$ cat config.mk
export PLATFORM = sky130hd
export DESIGN_NAME = sample_reg_hub
export DESIGN_NICKNAME = d
export VERILOG_FILES = /design/src/rtl/sample_reg_pkg.sv /design/src/rtl/sample_reg_ctrl.sv /design/src/rtl/sample_reg_dp.sv /design/src/rtl/sample_reg_hub.sv
export SDC_FILE = /design/constraint.sdc
export NUM_CORES = 1
export LEC_CHECK = 0
export BUFFER_PORTS_ARGS = -buffer_cell sky130_fd_sc_hd__buf_2
export CORE_ASPECT_RATIO = 0.5
export CORE_UTILIZATION = 30
export DETAILED_ROUTE_END_ITERATION = 16
export PLACE_DENSITY = 0.55
export SLEW_MARGIN = 5
export SYNTH_ARGS = -nofsm -noshare
export SYNTH_HDL_FRONTEND = slang
export SYNTH_SLANG_ARGS = --single-unit
export TNS_END_PERCENT = 50
$ cat constraint.sdc
create_clock -name clk -period 4.2 [get_ports clk]
set_clock_uncertainty 0.1 [all_clocks]
set_input_delay 0.84 -clock clk [delete_from_list [all_inputs] [get_ports clk]]
set_output_delay 0.84 -clock clk [all_outputs]
set_load 0.02 [all_outputs]
$ cat src/rtl/sample_reg_pkg.sv
package sample_reg_pkg;
  localparam int OFS_ENV     = 0;
  localparam int OFS_PAN     = 1;
  localparam int OFS_STEP_LO = 2;
  localparam int OFS_STEP_HI = 3;
  localparam int OFS_LOOP_LO = 4;
  localparam int OFS_LOOP_HI = 5;
  localparam int OFS_START   = 6;
  localparam int OFS_CTRL    = 7;
  localparam int OFS_ONOFF   = 8;
  localparam int RD_PTR_BASE = 16;
  localparam int RD_PTR_END  = 32;
  localparam int CTRL_SEL_BIT = 6;
  localparam int CTRL_EN_BIT  = 7;

  typedef struct packed {
    logic wrEnv;
    logic wrPan;
    logic wrStepLo;
    logic wrStepHi;
    logic wrLoopLo;
    logic wrLoopHi;
    logic wrStart;
    logic wrCtrl;
    logic wrOnOff;
    logic wrMem;
    logic rdMem;
    logic rdPtr;
    logic rdNone;
  } regStrobes_t;
endpackage

$ cat src/rtl/sample_reg_ctrl.sv
module sample_reg_ctrl
  import sample_reg_pkg::*;
#(
  parameter int WIN_AW = 12,
  localparam int HOST_AW = WIN_AW + 1
) (
  input  logic               clk,
  input  logic               rstN,
  input  logic [HOST_AW-1:0] hostAddr,
  input  logic               hostWrEn,
  input  logic               hostRdEn,
  output regStrobes_t        stb
);
  logic              inWindow;
  logic [WIN_AW-1:0] ofs;

  assign inWindow = hostAddr[WIN_AW];
  assign ofs      = hostAddr[WIN_AW-1:0];

  always_comb begin
    stb = '0;
    if (hostWrEn) begin
      if (inWindow) stb.wrMem = 1'b1;
      else begin
        case (ofs)
          WIN_AW'(OFS_ENV):     stb.wrEnv    = 1'b1;
          WIN_AW'(OFS_PAN):     stb.wrPan    = 1'b1;
          WIN_AW'(OFS_STEP_LO): stb.wrStepLo = 1'b1;
          WIN_AW'(OFS_STEP_HI): stb.wrStepHi = 1'b1;
          WIN_AW'(OFS_LOOP_LO): stb.wrLoopLo = 1'b1;
          WIN_AW'(OFS_LOOP_HI): stb.wrLoopHi = 1'b1;
          WIN_AW'(OFS_START):   stb.wrStart  = 1'b1;
          WIN_AW'(OFS_CTRL):    stb.wrCtrl   = 1'b1;
          WIN_AW'(OFS_ONOFF):   stb.wrOnOff  = 1'b1;
          default: ;
        endcase
      end
    end
    if (hostRdEn) begin
      if (inWindow) stb.rdMem = 1'b1;
      else if (ofs >= WIN_AW'(RD_PTR_BASE) && ofs < WIN_AW'(RD_PTR_END)) stb.rdPtr = 1'b1;
      else stb.rdNone = 1'b1;
    end
  end


  undefined_wr_quiet_chk: assert property (@(posedge clk) disable iff (!rstN)
    (hostWrEn && !inWindow && ofs > WIN_AW'(OFS_ONOFF)) |->
      !(stb.wrEnv || stb.wrPan || stb.wrStepLo || stb.wrStepHi || stb.wrLoopLo ||
        stb.wrLoopHi || stb.wrStart || stb.wrCtrl || stb.wrOnOff || stb.wrMem));


  one_write_chk: assert property (@(posedge clk) disable iff (!rstN)
    $onehot0({stb.wrEnv, stb.wrPan, stb.wrStepLo, stb.wrStepHi, stb.wrLoopLo,
              stb.wrLoopHi, stb.wrStart, stb.wrCtrl, stb.wrOnOff, stb.wrMem}));
endmodule

$ cat src/rtl/sample_reg_dp.sv
module sample_reg_dp
  import sample_reg_pkg::*;
#(
  parameter int NUM_CH = 8,
  parameter int DATA_W = 8,
  parameter int WIN_AW = 12,
  parameter int BANK_W = 4,
  parameter int PLAY_W = 16,
  localparam int IDX_W  = $clog2(NUM_CH),
  localparam int STEP_W = 2 * DATA_W,
  localparam int MEM_AW = BANK_W + WIN_AW
) (
  input  logic                     clk,
  input  logic                     rstN,
  input  regStrobes_t              stb,
  input  logic [WIN_AW-1:0]        hostOfs,
  input  logic [DATA_W-1:0]        hostWrData,
  output logic [DATA_W-1:0]        hostRdData,
  output logic [MEM_AW-1:0]        memAddr,
  output logic                     memWrEn,
  output logic [DATA_W-1:0]        memWrData,
  input  logic [DATA_W-1:0]        memRdData,
  input  logic [NUM_CH*PLAY_W-1:0] playAddrFlat,
  output logic                     globalEnable,
  output logic [NUM_CH-1:0]        chanOn,
  output logic [NUM_CH-1:0]        reloadReq,
  output logic [NUM_CH*DATA_W-1:0] envFlat,
  output logic [NUM_CH*DATA_W-1:0] panFlat,
  output logic [NUM_CH*STEP_W-1:0] stepFlat,
  output logic [NUM_CH*STEP_W-1:0] loopFlat,
  output logic [NUM_CH*DATA_W-1:0] startFlat
);
  logic [DATA_W-1:0] envR   [NUM_CH];
  logic [DATA_W-1:0] panR   [NUM_CH];
  logic [STEP_W-1:0] stepR  [NUM_CH];
  logic [STEP_W-1:0] loopR  [NUM_CH];
  logic [DATA_W-1:0] startR [NUM_CH];
  logic [PLAY_W-1:0] playAddr [NUM_CH];
  logic [IDX_W-1:0]  chanIdx;
  logic [BANK_W-1:0] bankSel;
  logic [IDX_W-1:0]  ptrSel;

  for (genvar i = 0; i < NUM_CH; i++) begin : g_flat
    assign envFlat[i*DATA_W +: DATA_W]   = envR[i];
    assign panFlat[i*DATA_W +: DATA_W]   = panR[i];
    assign stepFlat[i*STEP_W +: STEP_W]  = stepR[i];
    assign loopFlat[i*STEP_W +: STEP_W]  = loopR[i];
    assign startFlat[i*DATA_W +: DATA_W] = startR[i];
    assign playAddr[i] = playAddrFlat[i*PLAY_W +: PLAY_W];
  end

  assign memAddr   = {bankSel, hostOfs};
  assign memWrEn   = stb.wrMem;
  assign memWrData = hostWrData;
  assign ptrSel    = hostOfs[IDX_W:1];

  always_ff @(posedge clk) begin
    if (!rstN) begin
      for (int i = 0; i < NUM_CH; i++) begin
        envR[i]   <= '0;
        panR[i]   <= '1;
        stepR[i]  <= '0;
        loopR[i]  <= '0;
        startR[i] <= '0;
      end
      chanIdx      <= '0;
      bankSel      <= '0;
      globalEnable <= 1'b0;
      chanOn       <= '0;
      reloadReq    <= '0;
      hostRdData   <= '0;
    end else begin
      reloadReq <= '0;
      if (stb.wrEnv)    envR[chanIdx] <= hostWrData;
      if (stb.wrPan)    panR[chanIdx] <= hostWrData;
      if (stb.wrStepLo) stepR[chanIdx][DATA_W-1:0]      <= hostWrData;
      if (stb.wrStepHi) stepR[chanIdx][STEP_W-1:DATA_W] <= hostWrData;
      if (stb.wrLoopLo) loopR[chanIdx][DATA_W-1:0]      <= hostWrData;
      if (stb.wrLoopHi) loopR[chanIdx][STEP_W-1:DATA_W] <= hostWrData;
      if (stb.wrStart) begin
        startR[chanIdx] <= hostWrData;
        if (!chanOn[chanIdx]) reloadReq[chanIdx] <= 1'b1;
      end
      if (stb.wrCtrl) begin
        if (hostWrData[CTRL_SEL_BIT]) chanIdx <= hostWrData[IDX_W-1:0];
        else bankSel <= hostWrData[BANK_W-1:0];
        globalEnable <= hostWrData[CTRL_EN_BIT];
      end
      if (stb.wrOnOff) begin
        chanOn    <= ~hostWrData[NUM_CH-1:0];
        reloadReq <= hostWrData[NUM_CH-1:0];
      end
      if (stb.rdMem) hostRdData <= memRdData;
      else if (stb.rdPtr)
        hostRdData <= hostOfs[0] ? playAddr[ptrSel][PLAY_W-1:PLAY_W-DATA_W]
                                 : playAddr[ptrSel][DATA_W-1:0];
      else if (stb.rdNone) hostRdData <= '1;
    end
  end


  start_off_reload_chk: assert property (@(posedge clk) disable iff (!rstN)
    (stb.wrStart && !chanOn[chanIdx]) |=> reloadReq[$past(chanIdx)]);


  start_on_quiet_chk: assert property (@(posedge clk) disable iff (!rstN)
    (stb.wrStart && chanOn[chanIdx]) |=> (reloadReq == '0));


  onoff_inverse_chk: assert property (@(posedge clk) disable iff (!rstN)
    stb.wrOnOff |=> (chanOn == ~$past(hostWrData[NUM_CH-1:0])));


  reload_cause_chk: assert property (@(posedge clk) disable iff (!rstN)
    (reloadReq != '0) |-> $past(stb.wrStart || stb.wrOnOff));


  bank_hold_chk: assert property (@(posedge clk) disable iff (!rstN)
    (stb.wrCtrl && hostWrData[CTRL_SEL_BIT]) |=> $stable(bankSel));


  rd_hold_chk: assert property (@(posedge clk) disable iff (!rstN)
    !(stb.rdMem || stb.rdPtr || stb.rdNone) |=> $stable(hostRdData));
endmodule

$ cat src/rtl/sample_reg_hub.sv
module sample_reg_hub
  import sample_reg_pkg::*;
(
  input  logic         clk,
  input  logic         rstN,
  input  logic [12:0]  hostAddr,
  input  logic         hostWrEn,
  input  logic         hostRdEn,
  input  logic [7:0]   hostWrData,
  output logic [7:0]   hostRdData,
  output logic [15:0]  memAddr,
  output logic         memWrEn,
  output logic [7:0]   memWrData,
  input  logic [7:0]   memRdData,
  input  logic [127:0] playAddrFlat,
  output logic         globalEnable,
  output logic [7:0]   chanOn,
  output logic [7:0]   reloadReq,
  output logic [63:0]  envFlat,
  output logic [63:0]  panFlat,
  output logic [127:0] stepFlat,
  output logic [127:0] loopFlat,
  output logic [63:0]  startFlat
);
  regStrobes_t stb;

  sample_reg_ctrl #(.WIN_AW(12)) u_ctrl (
    .clk(clk), .rstN(rstN), .hostAddr(hostAddr),
    .hostWrEn(hostWrEn), .hostRdEn(hostRdEn), .stb(stb)
  );

  sample_reg_dp #(.NUM_CH(8), .DATA_W(8), .WIN_AW(12), .BANK_W(4), .PLAY_W(16)) u_dp (
    .clk(clk), .rstN(rstN), .stb(stb), .hostOfs(hostAddr[11:0]),
    .hostWrData(hostWrData), .hostRdData(hostRdData),
    .memAddr(memAddr), .memWrEn(memWrEn), .memWrData(memWrData), .memRdData(memRdData),
    .playAddrFlat(playAddrFlat), .globalEnable(globalEnable), .chanOn(chanOn),
    .reloadReq(reloadReq), .envFlat(envFlat), .panFlat(panFlat),
    .stepFlat(stepFlat), .loopFlat(loopFlat), .startFlat(startFlat)
  );


  mem_window_chk: assert property (@(posedge clk) disable iff (!rstN)
    memWrEn |-> (hostAddr[12] && hostWrEn && memAddr[11:0] == hostAddr[11:0]));
endmodule

==> summary.txt <==
Logic synthesis
  • Synth cell types: 50
  • Synthesized area: 19510 sq um
  • Compound-Gate Fraction of Synth Area: 0.02963
  • Register bit total from synthesis: 480
  • Synth Area in Adders: 0
  • Most common library cells after synthesis: edfxtp_1 (448), nor2_1 (234), and2_1 (153), nand2_1 (112), clkbuf_1 (80)
  • Simple-gate share of the synthesized area: 0.1688
  • Yosys top cell area share: 0.6895
  • Ys Warns: 0
  • Largest family of logic cells by synthesized area: simple AND/OR/NAND/NOR gates
  • Seq/Total Area, Yosys: 0.7223
  • Cell taking the most area after synthesis: edfxtp_1
  • Async set-reset flop share out of synthesis: 0
  • Syn nets: 1575
  • EDFF count, synth: 448
  • Most numerous cell in the Yosys netlist: edfxtp_1
  • Synth Instances: 1414
  • Post-synthesis xor/xnor area fraction: 0
  • Synth top area cells: edfxtp_1 (69%), and2_1 (4.9%), nor2_1 (4.5%)
  • Avg Inst Size Synth: 13.80 sq um
  • Mux share of post-synthesis cell area: 0.04931
  • Top FF cell, synth: edfxtp_1

Timing
  • Worst-margin pin slew: 1319 ps
  • Worst slew margin: 0.1137
  • Final Max Tran Viols: 0
  • RSZ-0062 raised after global routing: no
  • Post-Route Setup TNS: 0 ps
  • Fin crit period: 3004 ps
  • Max Clk Rate: 332.9 MHz
  • Endpoints failing hold: 0
  • Fin crit share: 0.7153
  • Finish-stage setup viols: 0

Cells and area
  • Non-Filler Instances: 2989
  • Layout area overhead: 30.09%
  • Layout cell share with drive strength beyond 1: 0.4026
  • Nets: 2240

CTS
  • Clk sinks: 480
  • Clock tree buffer depth: 3
  • H-tree depth: 2
  • CTS resizes: 0
  • Worst-path clk slew: 60 ps
  • Worst-skew pair later-pin latency: 550 ps
  • TritonCTS clock tree: done
  • CTS Buf Count: 46
  • Clock tree root buffer cell: clkbuf_16
  • Post-CTS Hold Buffers: 0
  • Setup Buffers After CTS: 0

Die
  • # IOs: 659
  • DIE WIDTH: 362.7 um
  • Die H: 182.3 um
  • Row count: 65
  • Die area: 66120 sq um
  • Initial Utilization: 0.3064
  • Core ar.: 63680 sq um

Worst setup path
  • CP max stage cell: or4_2
  • Worst flop-to-flop path startpoint: u_dp.chanIdx[2]
  • Critical path class: in2reg
  • Arr. time, crit path: 3190 ps
  • R2r endpoint: u_dp.panR[5][2]
  • CP required: 4390 ps
  • Worst-path fanout max: 35
  • CP endpoint kind: flip-flop
  • Slowest stage delay, CP: 800 ps
  • Crit path max-delay family: simple AND/OR/NAND/NOR gates
  • R2r worst-path depth: 4
  • R2r setup slk: 1360 ps
  • Startpoint class of the critical path: primary input
  • CP dominant cell by count: buf_4
  • CP cell instances: buf_2 -> or4_1 -> or4_2 -> buf_4 -> o21ai_0 -> buf_4
  • Crit path buf inv count: 3

Job
  • Max_cap viols: 0

Routing
  • Final antenna-violating net count: 0
  • Via count: 13960
  • Via-to-Cell Ratio: 4.670
  • DRT iter0 DRCs: 1087
  • Avg WL per Cell: 23.61 um
  • Drc violations: 0
  • DR pass1 iterations: 5
  • Post-Route WL: 70580 um

Power and ir drop
  • Lkg Pwr: 9.902 nW
  • Final Power: 10.19 mW
  • P per Cell Area: 401.6 nW/um^2
  • Peak VDD IR: 299.6 uV

Min path
  • Hold path depth: 2
  • Hold Crit Start: u_dp.bankSel[0]
  • Hold/Removal Path Class: reg2reg
  • Hold Path End: u_dp.bankSel[0]

Placed design
  • Dpl cells: 2902
  • RePlAce Congestion: 0.8349
  • Port bufs: 658
  • DP HPWL: 52350 um

Global route
  • Grt total ovfl: 0
  • Largest net degree at the start of global routing: 79
  • Initial antenna violation count: 4
  • Vias in the first global route: 13600
  • Global Route Usage Sum: 0.2065
  • First-pass GRT wire length: 97670 um

Run status
  • Outcome: finished, final reports clean
==> tightest hold or removal path: cells and delay by family (launching register included) <==
kind | cells | cell delay [ps]
multiplexers | 1 | 50
flip-flops | 1 | 300
AND/OR/NAND/NOR | 1 | 50
==> flip-flops by register name (all words and copies together) (netlist names) <==
register	flops
u_dp.startR	64
u_dp.stepR	128
u_dp.panR	64
u_dp.globalEnable	1
u_dp.envR	64
u_dp.bankSel	4
u_dp.reloadReq	8
u_dp.chanOn	8
u_dp.loopR	128
u_dp.chanIdx	3
u_dp.hostRdData	8
==> cells by family (layout without fill, tap and decap cells) <==
group / Yosys count / count (layout)
compound gates: 88 / 88
buf+inv: 131 / 833
flops: 480 / 480
mux: 57 / 57
other cells: 0 / 2
simple gates: 658 / 658
==> per-stage QoR <==
| step | setup slack, ps | area (sq um) | hold slack, ps | utilization |
|---|---|---|---|---|
| 3_5_place_dp | 620.2 | 23990 | 346.4 | 0.3767 |
| 4_1_cts | 1237 | 25380 | 356.4 | 0.3985 |
| 6_report | 1196 | 25380 | 354.9 | 0.3986 |
| 5_1_grt | 1141 | 25380 | 367.5 | 0.3986 |
| 2_1_floorplan | 872.8 | 19510 | 405.9 | - |
| 3_3_place_gp | 626.9 | 23990 | 342.8 | 0.3767 |
==> cells in the final DEF (no fill, tap or decap), types with 15 or more instances in the layout <==
master and instances:
dfxtp_1 32, clkinv_1 15, buf_4 76, o21ai_0 36, mux4_2 31, and2_1 153, edfxtp_1 448, nor3_1 22
clkbuf_16 46, buf_2 658, nand2b_1 76, nor2_1 234, nand2_1 112, mux2i_1 23
==> layer usage <==
metal  global-route usage  vias up  share of wire
met5                    0        -        0.00018
met4              0.07173        2          0.035
met3              0.03065      113          0.044
met2               0.3959      428           0.55
met1               0.2322     7064           0.37
li1                     -     6351              -
==> where the power goes <==
part / switching [mW] / internal (mW)
logic: 0.596 / 0.269
clock network: 1.85 / 2.09
registers: 0.0478 / 5.34
==> layout make-up <==
type,count,area [sq um]
Fill cell,6082,38300
Sequential cell,480,14090
Multi-Input combinational cell,803,4853
Timing Repair Buffer,736,3904
Clock buffer,55,1185
Tap cell,871,1090
Clock inverter,30,206.4
Inverter,12,45.04
Antenna cell,2,5.005
==> worst max path at each step <==
stage                          from           endpoint  depth (start not counted)
floorplan              hostAddr[11]  u_dp.loopR[6][10]                          5
global placement       hostAddr[11]   u_dp.loopR[3][2]                          6
detailed placement     hostAddr[11]   u_dp.loopR[3][3]                          6
CTS                    hostAddr[11]   u_dp.loopR[3][3]                          6
global route        u_dp.chanIdx[2]    u_dp.panR[5][2]                          4
finish                 hostAddr[11]   u_dp.loopR[3][4]                          6
No activity file was read; power rests on OpenSTA's default activity.
